[config.mk]
export PLATFORM = sky130hd
export DESIGN_NAME = dma_chan_regbank
export DESIGN_NICKNAME = d
export VERILOG_FILES = /design/src/rtl/dma_rb_pkg.sv /design/src/rtl/dma_cmd_decode.sv /design/src/rtl/dma_chan_bitmap.sv /design/src/rtl/dma_err_capture.sv /design/src/rtl/dma_chan_regbank.sv
export SDC_FILE = /design/constraint.sdc
export NUM_CORES = 2
export LEC_CHECK = 0
export BUFFER_PORTS_ARGS = -buffer_cell sky130_fd_sc_hd__buf_2
export CAP_MARGIN = 20
export CELL_PAD_IN_SITES_DETAIL_PLACEMENT = 0
export CELL_PAD_IN_SITES_GLOBAL_PLACEMENT = 2
export CORE_MARGIN = 5
export CORE_UTILIZATION = 35
export DETAILED_ROUTE_END_ITERATION = 10
export PLACE_DENSITY_LB_ADDON = 0.1
export SKIP_LAST_GASP = 1
export SYNTH_ARGS = -nofsm -noshare
export SYNTH_HDL_FRONTEND = slang
export SYNTH_SLANG_ARGS = --single-unit
[constraint.sdc]
create_clock -name clk -period 4 [get_ports clk]
set_input_delay 0.4 -clock clk [delete_from_list [all_inputs] [get_ports clk]]
set_output_delay 0.4 -clock clk [all_outputs]
set_load 0.02 [all_outputs]
[src/rtl/dma_rb_pkg.sv]
package dma_rb_pkg;
    localparam int NCH        = 64;
    localparam int CH_W       = 6;
    localparam int DW         = 32;
    localparam int PRIO_W     = 8;
    localparam int LANES      = DW / 8;
    localparam int PRIO_WORDS = NCH * PRIO_W / DW;

    // Word addresses
    localparam int W_CTRL   = 0;
    localparam int W_ESTAT  = 1;
    localparam int W_REQ_HI = 2;
    localparam int W_REQ_LO = 3;
    localparam int W_IE_HI  = 4;
    localparam int W_IE_LO  = 5;
    localparam int W_CMD_A  = 6;
    localparam int W_CMD_B  = 7;
    localparam int W_IP_HI  = 8;
    localparam int W_IP_LO  = 9;
    localparam int W_EP_HI  = 10;
    localparam int W_EP_LO  = 11;
    localparam int W_PRIO   = 64;

    // Command lane roles, index = 4 * (word - W_CMD_A) + lane
    localparam int L_SET_REQ  = 0;
    localparam int L_CLR_REQ  = 1;
    localparam int L_SET_IE   = 2;
    localparam int L_CLR_IE   = 3;
    localparam int L_CLR_INT  = 4;
    localparam int L_CLR_ERR  = 5;
    localparam int L_START    = 6;
    localparam int L_CLR_DONE = 7;
    localparam int N_CMD      = 8;

    // Control word bit positions
    localparam int CTL_GATE = 31;
    localparam int CTL_RRG  = 3;
    localparam int CTL_RRC  = 2;

    typedef enum logic {BUS_IDLE, BUS_READ} bus_state_t;
    typedef enum logic {ESC_CLEAR, ESC_HELD} esc_state_t;

    typedef struct packed {
        logic       grp;
        logic       chn;
        logic [7:0] detail;
    } err_flags_t;
endpackage

[src/rtl/dma_cmd_decode.sv]
module dma_cmd_decode #(
    parameter int NCH  = 64,
    parameter int CH_W = 6
) (
    input  logic            en,
    input  logic [CH_W:0]   cmd,
    output logic [NCH-1:0]  mask
);
    // bit CH_W = broadcast to all channels, bits CH_W-1:0 = channel index
    for (genvar i = 0; i < NCH; i++) begin : g_sel
        assign mask[i] = en && (cmd[CH_W] || (cmd[CH_W-1:0] == CH_W'(i)));
    end
endmodule

[src/rtl/dma_chan_bitmap.sv]
module dma_chan_bitmap #(
    parameter int NCH = 64,
    parameter int DW  = 32,
    parameter bit W1C = 1'b0
) (
    input  logic              clk,
    input  logic              rst_n,
    input  logic              wr_hi,
    input  logic              wr_lo,
    input  logic [DW/8-1:0]   be,
    input  logic [DW-1:0]     wdata,
    input  logic [NCH-1:0]    set_m,
    input  logic [NCH-1:0]    clr_m,
    input  logic [NCH-1:0]    evt_m,
    output logic [NCH-1:0]    q
);
    logic [NCH-1:0] d;

    for (genvar i = 0; i < NCH; i++) begin : g_bit
        localparam int BI = i % DW;
        localparam int LN = BI / 8;
        logic hit;
        logic base;
        assign hit = ((i >= DW) ? wr_hi : wr_lo) && be[LN];
        if (W1C) begin : g_w1c
            assign base = q[i] & ~(hit & wdata[BI]);
        end else begin : g_rw
            assign base = hit ? wdata[BI] : q[i];
        end
        // clear beats set, hardware event beats everything
        assign d[i] = ((base | set_m[i]) & ~clr_m[i]) | evt_m[i];
    end

    always_ff @(posedge clk or negedge rst_n) begin
        if (!rst_n) q <= '0;
        else        q <= d;
    end

    p_evt_lands_r7: assert property (@(posedge clk) disable iff (!rst_n)
        (|evt_m) |=> ((q & $past(evt_m)) == $past(evt_m)));
endmodule

[src/rtl/dma_err_capture.sv]
module dma_err_capture
    import dma_rb_pkg::*;
#(
    parameter int CHW = 6
) (
    input  logic             clk,
    input  logic             rst_n,
    input  logic             err_evt,
    input  logic [CHW-1:0]   err_chan,
    input  err_flags_t       err_flags,
    input  logic             pend_any,
    output logic [DW-1:0]    status
);
    esc_state_t state_q, state_d;
    logic       capture;

    // stale word (nothing pending) may be replaced by a fresh fault
    assign capture = err_evt && ((state_q == ESC_CLEAR) || !pend_any);

    always_ff @(posedge clk or negedge rst_n) begin
        if (!rst_n) state_q <= ESC_CLEAR;
        else        state_q <= state_d;
    end

    always_comb begin
        state_d = state_q;
        unique case (state_q)
            ESC_CLEAR: if (capture) state_d = ESC_HELD;
            ESC_HELD:  if (!pend_any && !err_evt) state_d = ESC_CLEAR;
        endcase
    end

    always_ff @(posedge clk or negedge rst_n) begin
        if (!rst_n) begin
            status <= '0;
        end else if (capture) begin
            status <= {1'b1, 15'd0, err_flags.grp, err_flags.chn,
                       6'(err_chan), err_flags.detail};
        end else if (state_q == ESC_HELD && state_d == ESC_CLEAR) begin
            status <= '0;
        end
    end

    p_hold_while_pending_r9: assert property (@(posedge clk) disable iff (!rst_n)
        (state_q == ESC_HELD && err_evt && pend_any) |=> (status == $past(status)));

    p_valid_release_r10: assert property (@(posedge clk) disable iff (!rst_n)
        (status[31] && !pend_any && !err_evt) |=> !status[31]);
endmodule

[src/rtl/dma_chan_regbank.sv]
module dma_chan_regbank
    import dma_rb_pkg::*;
#(
    parameter int WADDR_W = 7
) (
    input  logic               clk,
    input  logic               rst_n,
    input  logic               bus_req,
    input  logic               bus_we,
    input  logic [WADDR_W-1:0] bus_waddr,
    input  logic [LANES-1:0]   bus_be,
    input  logic [DW-1:0]      bus_wdata,
    output logic               bus_ready,
    output logic               bus_rvalid,
    output logic [DW-1:0]      bus_rdata,
    input  logic [NCH-1:0]     done_evt,
    input  logic               err_evt,
    input  logic [CH_W-1:0]    err_chan,
    input  logic [9:0]         err_flags,
    output logic [NCH-1:0]     req_en,
    output logic [NCH-1:0]     start_pulse,
    output logic [NCH-1:0]     ch_done,
    output logic               irq,
    output logic               clk_gate_en,
    output logic               rr_group_en,
    output logic               rr_chan_en
);
    localparam int PIDX_W = $clog2(PRIO_WORDS);
    localparam logic [WADDR_W-1:0] A_CTRL   = WADDR_W'(W_CTRL);
    localparam logic [WADDR_W-1:0] A_ESTAT  = WADDR_W'(W_ESTAT);
    localparam logic [WADDR_W-1:0] A_REQ_HI = WADDR_W'(W_REQ_HI);
    localparam logic [WADDR_W-1:0] A_REQ_LO = WADDR_W'(W_REQ_LO);
    localparam logic [WADDR_W-1:0] A_IE_HI  = WADDR_W'(W_IE_HI);
    localparam logic [WADDR_W-1:0] A_IE_LO  = WADDR_W'(W_IE_LO);
    localparam logic [WADDR_W-1:0] A_IP_HI  = WADDR_W'(W_IP_HI);
    localparam logic [WADDR_W-1:0] A_IP_LO  = WADDR_W'(W_IP_LO);
    localparam logic [WADDR_W-1:0] A_EP_HI  = WADDR_W'(W_EP_HI);
    localparam logic [WADDR_W-1:0] A_EP_LO  = WADDR_W'(W_EP_LO);
    localparam logic [WADDR_W-1:0] A_PRIO   = WADDR_W'(W_PRIO);

    // ---------------- bus state machine ----------------
    bus_state_t bus_q, bus_d;
    logic       wr_fire, rd_fire;
    logic [DW-1:0] rd_val, rdata_q;

    assign wr_fire = bus_req &&  bus_we && (bus_q == BUS_IDLE);
    assign rd_fire = bus_req && !bus_we && (bus_q == BUS_IDLE);

    always_ff @(posedge clk or negedge rst_n) begin
        if (!rst_n) bus_q <= BUS_IDLE;
        else        bus_q <= bus_d;
    end

    always_comb begin
        bus_d = bus_q;
        unique case (bus_q)
            BUS_IDLE: if (rd_fire) bus_d = BUS_READ;
            BUS_READ: bus_d = BUS_IDLE;
        endcase
    end

    always_ff @(posedge clk or negedge rst_n) begin
        if (!rst_n)       rdata_q <= '0;
        else if (rd_fire) rdata_q <= rd_val;
    end

    assign bus_ready  = (bus_q == BUS_IDLE);
    assign bus_rvalid = (bus_q == BUS_READ);
    assign bus_rdata  = rdata_q;

    // ---------------- command lanes ----------------
    logic [NCH-1:0] cmd_m [N_CMD];

    for (genvar k = 0; k < N_CMD; k++) begin : g_cmd
        localparam int LN = k % LANES;
        dma_cmd_decode #(.NCH(NCH), .CH_W(CH_W)) u_dec (
            .en   (wr_fire && (bus_waddr == WADDR_W'(W_CMD_A + k / LANES)) && bus_be[LN]),
            .cmd  (bus_wdata[8*LN +: CH_W+1]),
            .mask (cmd_m[k])
        );
    end

    // ---------------- per-channel bitmaps ----------------
    logic [NCH-1:0] ie_q, ip_q, ep_q, err_m;

    assign err_m = err_evt ? (NCH'(1) << err_chan) : '0;

    dma_chan_bitmap #(.NCH(NCH), .DW(DW), .W1C(1'b0)) u_req (
        .clk(clk), .rst_n(rst_n),
        .wr_hi(wr_fire && bus_waddr == A_REQ_HI), .wr_lo(wr_fire && bus_waddr == A_REQ_LO),
        .be(bus_be), .wdata(bus_wdata),
        .set_m(cmd_m[L_SET_REQ]), .clr_m(cmd_m[L_CLR_REQ]), .evt_m('0), .q(req_en)
    );

    dma_chan_bitmap #(.NCH(NCH), .DW(DW), .W1C(1'b0)) u_ie (
        .clk(clk), .rst_n(rst_n),
        .wr_hi(wr_fire && bus_waddr == A_IE_HI), .wr_lo(wr_fire && bus_waddr == A_IE_LO),
        .be(bus_be), .wdata(bus_wdata),
        .set_m(cmd_m[L_SET_IE]), .clr_m(cmd_m[L_CLR_IE]), .evt_m('0), .q(ie_q)
    );

    dma_chan_bitmap #(.NCH(NCH), .DW(DW), .W1C(1'b1)) u_ip (
        .clk(clk), .rst_n(rst_n),
        .wr_hi(wr_fire && bus_waddr == A_IP_HI), .wr_lo(wr_fire && bus_waddr == A_IP_LO),
        .be(bus_be), .wdata(bus_wdata),
        .set_m('0), .clr_m(cmd_m[L_CLR_INT]), .evt_m(done_evt), .q(ip_q)
    );

    dma_chan_bitmap #(.NCH(NCH), .DW(DW), .W1C(1'b1)) u_ep (
        .clk(clk), .rst_n(rst_n),
        .wr_hi(wr_fire && bus_waddr == A_EP_HI), .wr_lo(wr_fire && bus_waddr == A_EP_LO),
        .be(bus_be), .wdata(bus_wdata),
        .set_m('0), .clr_m(cmd_m[L_CLR_ERR]), .evt_m(err_m), .q(ep_q)
    );

    dma_chan_bitmap #(.NCH(NCH), .DW(DW), .W1C(1'b0)) u_done (
        .clk(clk), .rst_n(rst_n),
        .wr_hi(1'b0), .wr_lo(1'b0),
        .be(bus_be), .wdata(bus_wdata),
        .set_m('0), .clr_m(cmd_m[L_CLR_DONE]), .evt_m(done_evt), .q(ch_done)
    );

    // ---------------- start strobes ----------------
    always_ff @(posedge clk or negedge rst_n) begin
        if (!rst_n) start_pulse <= '0;
        else        start_pulse <= cmd_m[L_START];
    end

    // ---------------- error capture ----------------
    err_flags_t    eflags;
    logic [DW-1:0] err_status;

    assign eflags = err_flags;

    dma_err_capture #(.CHW(CH_W)) u_esc (
        .clk(clk), .rst_n(rst_n),
        .err_evt(err_evt), .err_chan(err_chan), .err_flags(eflags),
        .pend_any(|ep_q), .status(err_status)
    );

    // ---------------- control word ----------------
    logic [2:0] ctrl_q;

    always_ff @(posedge clk or negedge rst_n) begin
        if (!rst_n) begin
            ctrl_q <= '0;
        end else if (wr_fire && bus_waddr == A_CTRL) begin
            if (bus_be[CTL_GATE/8]) ctrl_q[2] <= bus_wdata[CTL_GATE];
            if (bus_be[CTL_RRG/8])  ctrl_q[1] <= bus_wdata[CTL_RRG];
            if (bus_be[CTL_RRC/8])  ctrl_q[0] <= bus_wdata[CTL_RRC];
        end
    end

    assign clk_gate_en = ctrl_q[2];
    assign rr_group_en = ctrl_q[1];
    assign rr_chan_en  = ctrl_q[0];

    // ---------------- priority bytes ----------------
    logic [NCH*PRIO_W-1:0] prio_flat;

    always_ff @(posedge clk or negedge rst_n) begin
        if (!rst_n) begin
            prio_flat <= '0;
        end else if (wr_fire) begin
            for (int i = 0; i < NCH; i++) begin
                if (bus_waddr == WADDR_W'(W_PRIO + i / LANES) && bus_be[i % LANES])
                    prio_flat[i*PRIO_W +: PRIO_W] <= bus_wdata[(i % LANES)*8 +: PRIO_W];
            end
        end
    end

    // ---------------- interrupt ----------------
    assign irq = (|ip_q) || (|(ep_q & ie_q));

    // ---------------- read mux ----------------
    logic [WADDR_W-1:0] pidx;

    always_comb begin
        rd_val = '0;
        pidx   = bus_waddr - A_PRIO;
        if (bus_waddr >= A_PRIO && pidx < WADDR_W'(PRIO_WORDS)) begin
            rd_val = prio_flat[pidx[PIDX_W-1:0]*DW +: DW];
        end else begin
            case (bus_waddr)
                A_CTRL:   begin
                    rd_val[CTL_GATE] = ctrl_q[2];
                    rd_val[CTL_RRG]  = ctrl_q[1];
                    rd_val[CTL_RRC]  = ctrl_q[0];
                end
                A_ESTAT:  rd_val = err_status;
                A_REQ_HI: rd_val = req_en[NCH-1:DW];
                A_REQ_LO: rd_val = req_en[DW-1:0];
                A_IE_HI:  rd_val = ie_q[NCH-1:DW];
                A_IE_LO:  rd_val = ie_q[DW-1:0];
                A_IP_HI:  rd_val = ip_q[NCH-1:DW];
                A_IP_LO:  rd_val = ip_q[DW-1:0];
                A_EP_HI:  rd_val = ep_q[NCH-1:DW];
                A_EP_LO:  rd_val = ep_q[DW-1:0];
                default:  rd_val = '0;
            endcase
        end
    end

    // ---------------- assertions ----------------
    p_read_resp_r2: assert property (@(posedge clk) disable iff (!rst_n)
        (bus_req && !bus_we && bus_ready) |=> (bus_rvalid && !bus_ready));

    p_start_from_write_r6: assert property (@(posedge clk) disable iff (!rst_n)
        (|start_pulse) |-> $past(wr_fire));

    p_done_raises_irq_r7: assert property (@(posedge clk) disable iff (!rst_n)
        (|done_evt) |=> irq);
endmodule

* Word-level counts from Yosys, hierarchy flattened *
Cells that the tools add are included.

storage, ports and cells
  flip-flop bits (word level) = 965
  input port bits = 128
  output and inout port bits = 230

operators by class
  add/subtract/negate cells = 1
  $lt $le $gt $ge = 2
  eq/ne operators = 279
  shift-type cells = 2
  muxes and demuxes = 141
  bitwise gates (word level) = 1348
  reduce and logical (&&, ||, !) cells = 971

operator list
  operator                number
  $eq A6 B6 Y1 const B    128
  $logic_and A1 B1 Y1     635
  $and A1 B1 Y1           576
  $shiftx A512 B10 Y32    1
  $not A1 Y1              451
  $eq A6 B5 Y1 const B    64
  $or A1 B1 Y1            320
  $logic_or A1 B1 Y1      258
  $pmux W27 S9            1
  $eq A6 B4 Y1 const B    32
  $reduce_or A64 Y1       3
  $reduce_and A2 Y1       66
  $mux W1                 131
  $eq A7 B7 Y1 const B    16
  $eq A6 B3 Y1 const B    16
  $mux W32                3
  $and A64 B64 Y64        1
  $mux W64                1
  $shl A1 B6 Y64 const A  1
  $eq A6 B2 Y1 const B    8
  $eq A7 B3 Y1 const B    4
  $eq A7 B4 Y1 const B    4
  $eq A6 B1 Y1 const B    4
  $logic_not A6 Y1        4
  12 further kinds        16

* Logic depth before layout (Yosys ltp) *
  word-level depth = 10
  gate-level depth with buffers = 10

* Hierarchy *
A second synthesis with hierarchy kept.

unflattened totals
  cells, all modules = 4702
  area, all modules = 54982.7 um2

by module, submodules not included
  module                        instances  cells each  area each (um2)  sequential area each (um2)
  dma_chan_regbank              1          2151        29859.9          15314.7
  dma_chan_bitmap (u_done ...)  3          346         4180.3           1601.5
  dma_chan_bitmap (u_ep ...)    2          330         3606.0           1601.5
  dma_cmd_decode                8          99          571.8            0.0
  dma_err_capture               1          61          795.8            450.4

* Least setup slack after synthesis *
No wires, ideal clock.

  path type = input-to-reg
  from = in bus_waddr[0]
  to = reg rdata_q[7] (netlist: bus_rdata[7])
  library setup time = 0.126 ns
  arrival = 2.056 ns
  required time = 3.874 ns
  slack = 1.818 ns
  stages = 7
  cell sequence = buf_2 -> buf_2 -> buf_2 -> mux4_2 -> a22oi_1 -> o211ai_1 -> o32a_1

between the ends
  cells in the longest elaborated chain, start to end = 4
  elaborated cells between the ends (all ways) = 16
  those cells by class = 1 x add/sub; 2 x order compare; 9 x eq/ne; 1 x shift; 2 x mux; 1 x reduce/logical

ends and longest elaborated chain
  element                                                                line                     source
  start, declared                                                        dma_chan_regbank.sv:10   input logic [WADDR_W-1:0] bus_waddr,
  parallel branches: the longest is 3 deep, another holds $sub A7 B7 Y7  --
  $mux W32 *                                                             dma_chan_regbank.sv:181  if (bus_waddr >= A_PRIO && pidx < WADDR_W'(PRIO_WORDS)) begin
  end signal, assigned                                                   dma_chan_regbank.sv:64   else if (rd_fire) rdata_q <= rd_val;
  end, declared                                                          dma_chan_regbank.sv:44   logic [DW-1:0] rd_val, rdata_q;

Every way passes the cells marked *.
A chain may end at the register's enable or synchronous reset.

* Final worst setup path *
  from = reg u_ip.q[49]
  to = out irq

between the ends
  cells in the longest elaborated chain, start to end = 2

ends and longest elaborated chain
  element                 line                     source
  start, declared         dma_chan_bitmap.sv:15    output logic [NCH-1:0] q
  start signal, assigned  dma_chan_bitmap.sv:35    if (!rst_n) q <= '0;
  start signal, assigned  dma_chan_bitmap.sv:36    else q <= d;
  $reduce_or A64 Y1       dma_chan_regbank.sv:173  assign irq = (|ip_q) || (|(ep_q & ie_q));
  $logic_or A1 B1 Y1      dma_chan_regbank.sv:173
  end, declared           dma_chan_regbank.sv:23   output logic irq,

No other way between the ends.

==> results by group <==
Drt
  – Routed wire length: 232,000 um
  – Post-DRT Antenna Nets: 0
  – First-pass DRT Iterations: 6
  – Drt drc: 0
  – Vias/cell: roughly 6.1
  – Routed WL per cell: approximately 37 um
  – Vias: 38,900
  – Initial DRC count: around 4,600

Placement
  – PortBufs: 357
  – Gp weighted congestion: 1.01
  – DPL Wire Length: 173,000 um

Setup path
  – Capture point of the worst reg-to-reg path: prio_flat[25]
  – Critical path class: reg2out
  – Cells along the critical path: nor4_2 > nand4_1 > nor4_1 > nand3_1 > buf_2
  – Reg-to-reg startpoint: bus_rvalid
  – CP Launch Type: flop
  – Worst reg-to-reg path cell count: 4
  – Crit-path max cell delay: between 0.6 and 0.7 ns
  – Crit path capture: irq
  – Crit path from: u_ip.q[49]
  – Worst-path fanout max: 3
  – Worst path slowest cell: nor4_2
  – CP Capture Type: output port
  – Crit path DAT: about 3.4 ns
  – Reg2Reg Setup Slack: 0.93 ns
  – Worst path required time: 3.60 ns

Synth
  – Sequential share of the synthesized area: 50.2%
  – Main synth FF type: dfrtp_1
  – Yosys cell types: 56
  – Seq cells post-synth: 950
  – Post-Syn Instances: 4,064
  – Mean Syn Cell Area: 11.6 um^2
  – Synthesized area: 47,300 um^2
  – Asr flop ratio synth: 100%
  – Mapped Nets: 4,192
  – Yosys warning count: 0
  – Post-synth EDFFs: 0

Power
  – Pint: ~17 mW
  – Leakage: 24.9 nW
  – Worst vdd ir: 0.000358 V
  – Sequential Power Share: 44.2%
  – PwrDens: 426 nW/um^2
  – Clock power share: 45.4%
  – Comb power frac: between 10% and 20%
  – Switching power: just under 7 mW
  – Sw Ratio: 28.6%

GRT
  – First-pass GRT wire length: around 320,000 um
  – GR Overflow Total: 0
  – Vias in the first global route: 38,600
  – Initial antenna violation count: 10
  – Pin count of the biggest net entering global routing: 105
  – GRT Total Usage: 31.9%

Die
  – Core area: approximately 130,000 um^2
  – Die extent in x: 378 um
  – Vert. Die Dim: 378 um
  – Initial Utilization: about a third
  – Die area: 143,000 um^2
  – FP Rows: 135
  – Ports: 358

Final layout
  – Final #Nets: 4,574
  – Commonest non-fill, non-tap cell in the layout: dfrtp_1
  – Ratio of cells with drive above 1 in the final layout: about a third
  – Layout area overhead: 18.8%
  – Most frequent cells in the layout: dfrtp_1, mux2_2, nand2_1

Timing
  – Fmax: 0.266 GHz
  – Relative slew slack: between 20% and 30%
  – Final-report setup violation count: 0
  – Tcrit/Tclk final: 93.8%
  – Fin. Hold Viols: 0
  – Total negative setup slack: 0 ns
  – Worst slew pin tran: 1.17 ns
  – Shortest period the worst path allows: 3.75 ns
  – RSZ-0062 raised after global routing: false
  – Worst Hold Slack: 0.0694 ns
  – Clock Skews: 0.0238 ns
  – Slew Viols, Final: 0

Clock network
  – Clock transition at the registers of the reported paths: ~0.06 ns
  – Post-CTS Setup Inserts: 0
  – TritonCTS clock tree: built
  – H-tree depth: 3
  – Clock buffer depth: 3
  – Clk_lat worst skew: 0.77 ns
  – CTS sink count: 950
  – Num CTS Buffers: 112
  – Clk root buf: clkbuf_16

Min path
  – Worst Hold Class: in2reg

Flow run
  – Maxcap violations: 0

Run status
  – Status: finished clean
[state kept, by name, summed over array words and instances, names as in the netlist, 3 cells and up]
register and cells:
prio_flat 512, start_pulse 64, u_done.q 64, u_ep.q 64, u_ie.q 64, u_ip.q 64, u_req.q 64, bus_rdata 32
u_esc.status 17, ctrl_q 3
[cell type report]
class                           count  area [um^2]
Fill cell                       13100        78700
Sequential cell                   950        23800
Multi-Input combinational cell   2722        21800
Timing Repair Buffer              652         4510
Clock buffer                      164         3250
Tap cell                         1781         2230
Clock inverter                     47          641
Inverter                            8         30.0
Antenna cell                        8         20.0
[worst min path at each step]
stage	startpoint	endpoint	slack, ns	cells after the start
CTS	bus_wdata[27]	u_ie.q[27]	0.009	3
global route	bus_wdata[27]	u_ie.q[27]	0.06	3
global placement	u_done.q[55]	u_done.q[55]	0.46	1
floorplan	rst_n	bus_rdata[0]	0.10	0
finish	bus_wdata[27]	u_ie.q[27]	0.07	3
detailed placement	u_done.q[55]	u_done.q[55]	0.46	1
[timing repair]
| item | CTS | global route |
|---|---|---|
| hold buffers | 77 | 0 |
| endpoints found under the hold margin | 186 | 0 |
| gates resized for setup | 0 | 1 |
| setup endpoints to repair | 0 | 1 |
[power by group through the flow]
stage	Clock, mW	Sequential, mW	Combinational (mW)
2_1_floorplan	0	10.5	1.13
4_1_cts	11.1	10.6	2.45
6_report	10.9	10.6	2.48
3_3_place_gp	0	10.7	2.39
5_1_grt	11.4	10.6	2.60
3_5_place_dp	0	10.7	2.38
[worst max-delay path, delay by kind of cell, from the launching register on]
kind                   cells  cell delay, ns
flip-flops                 1            0.54
AND/OR/NAND/NOR            4            1.77
buffers and inverters      1            0.27
[cells in the mapped netlist, types with 38 or more instances]
cell / count / area, um^2
mux4_2: 129 / 2910
nor2_1: 189 / 709
o21bai_1: 38 / 285
mux2_2: 522 / 5880
a22oi_1: 218 / 1640
nor4_1: 40 / 250
a21o_1: 254 / 1910
nor3_1: 40 / 200
a32oi_1: 115 / 1010
a21oi_1: 110 / 551
a22o_1: 133 / 1160
buf_2: 84 / 420
buf_4: 72 / 541
dfrtp_1: 950 / 23800
o21ai_0: 61 / 305
nand2_1: 425 / 1600
nor2_2: 38 / 238
clkbuf_1: 209 / 785
nand2b_1: 90 / 563
nand3_1: 38 / 190
[layer usage]
metal  up-vias  wire length [um]  track usage [%]
met5         -                13                0
met2      1947            104000             49.4
met4         2              9670             11.2
li1      15900                 -                -
met3       418             20200             7.85
met1     20500             97500             43.8
[per-stage QoR]
step / util [%] / setup slack, ns / instance area, um^2 / std cells / total power [mW]
finish: 41.7 / 0.248 / 56200 / 6332 / 24.0
global route: 41.6 / 0.241 / 56200 / 6325 / 24.6
CTS: 41.6 / 0.192 / 56200 / 6321 / 24.1
detailed placement: 38.2 / 0.775 / 51500 / 6033 / 13.1
global placement: 38.2 / 0.740 / 51500 / 6033 / 13.1
floorplan: - / 1.82 / 47300 / 4064 / 11.6
[cells by family after synthesis]
kind of cell    synth area share (%)
compound gates                  16.8
simple gates                    9.39
flops                           50.2
mux                             19.6
buf+inv                         3.95
No activity file was read; power rests on OpenSTA's default activity.
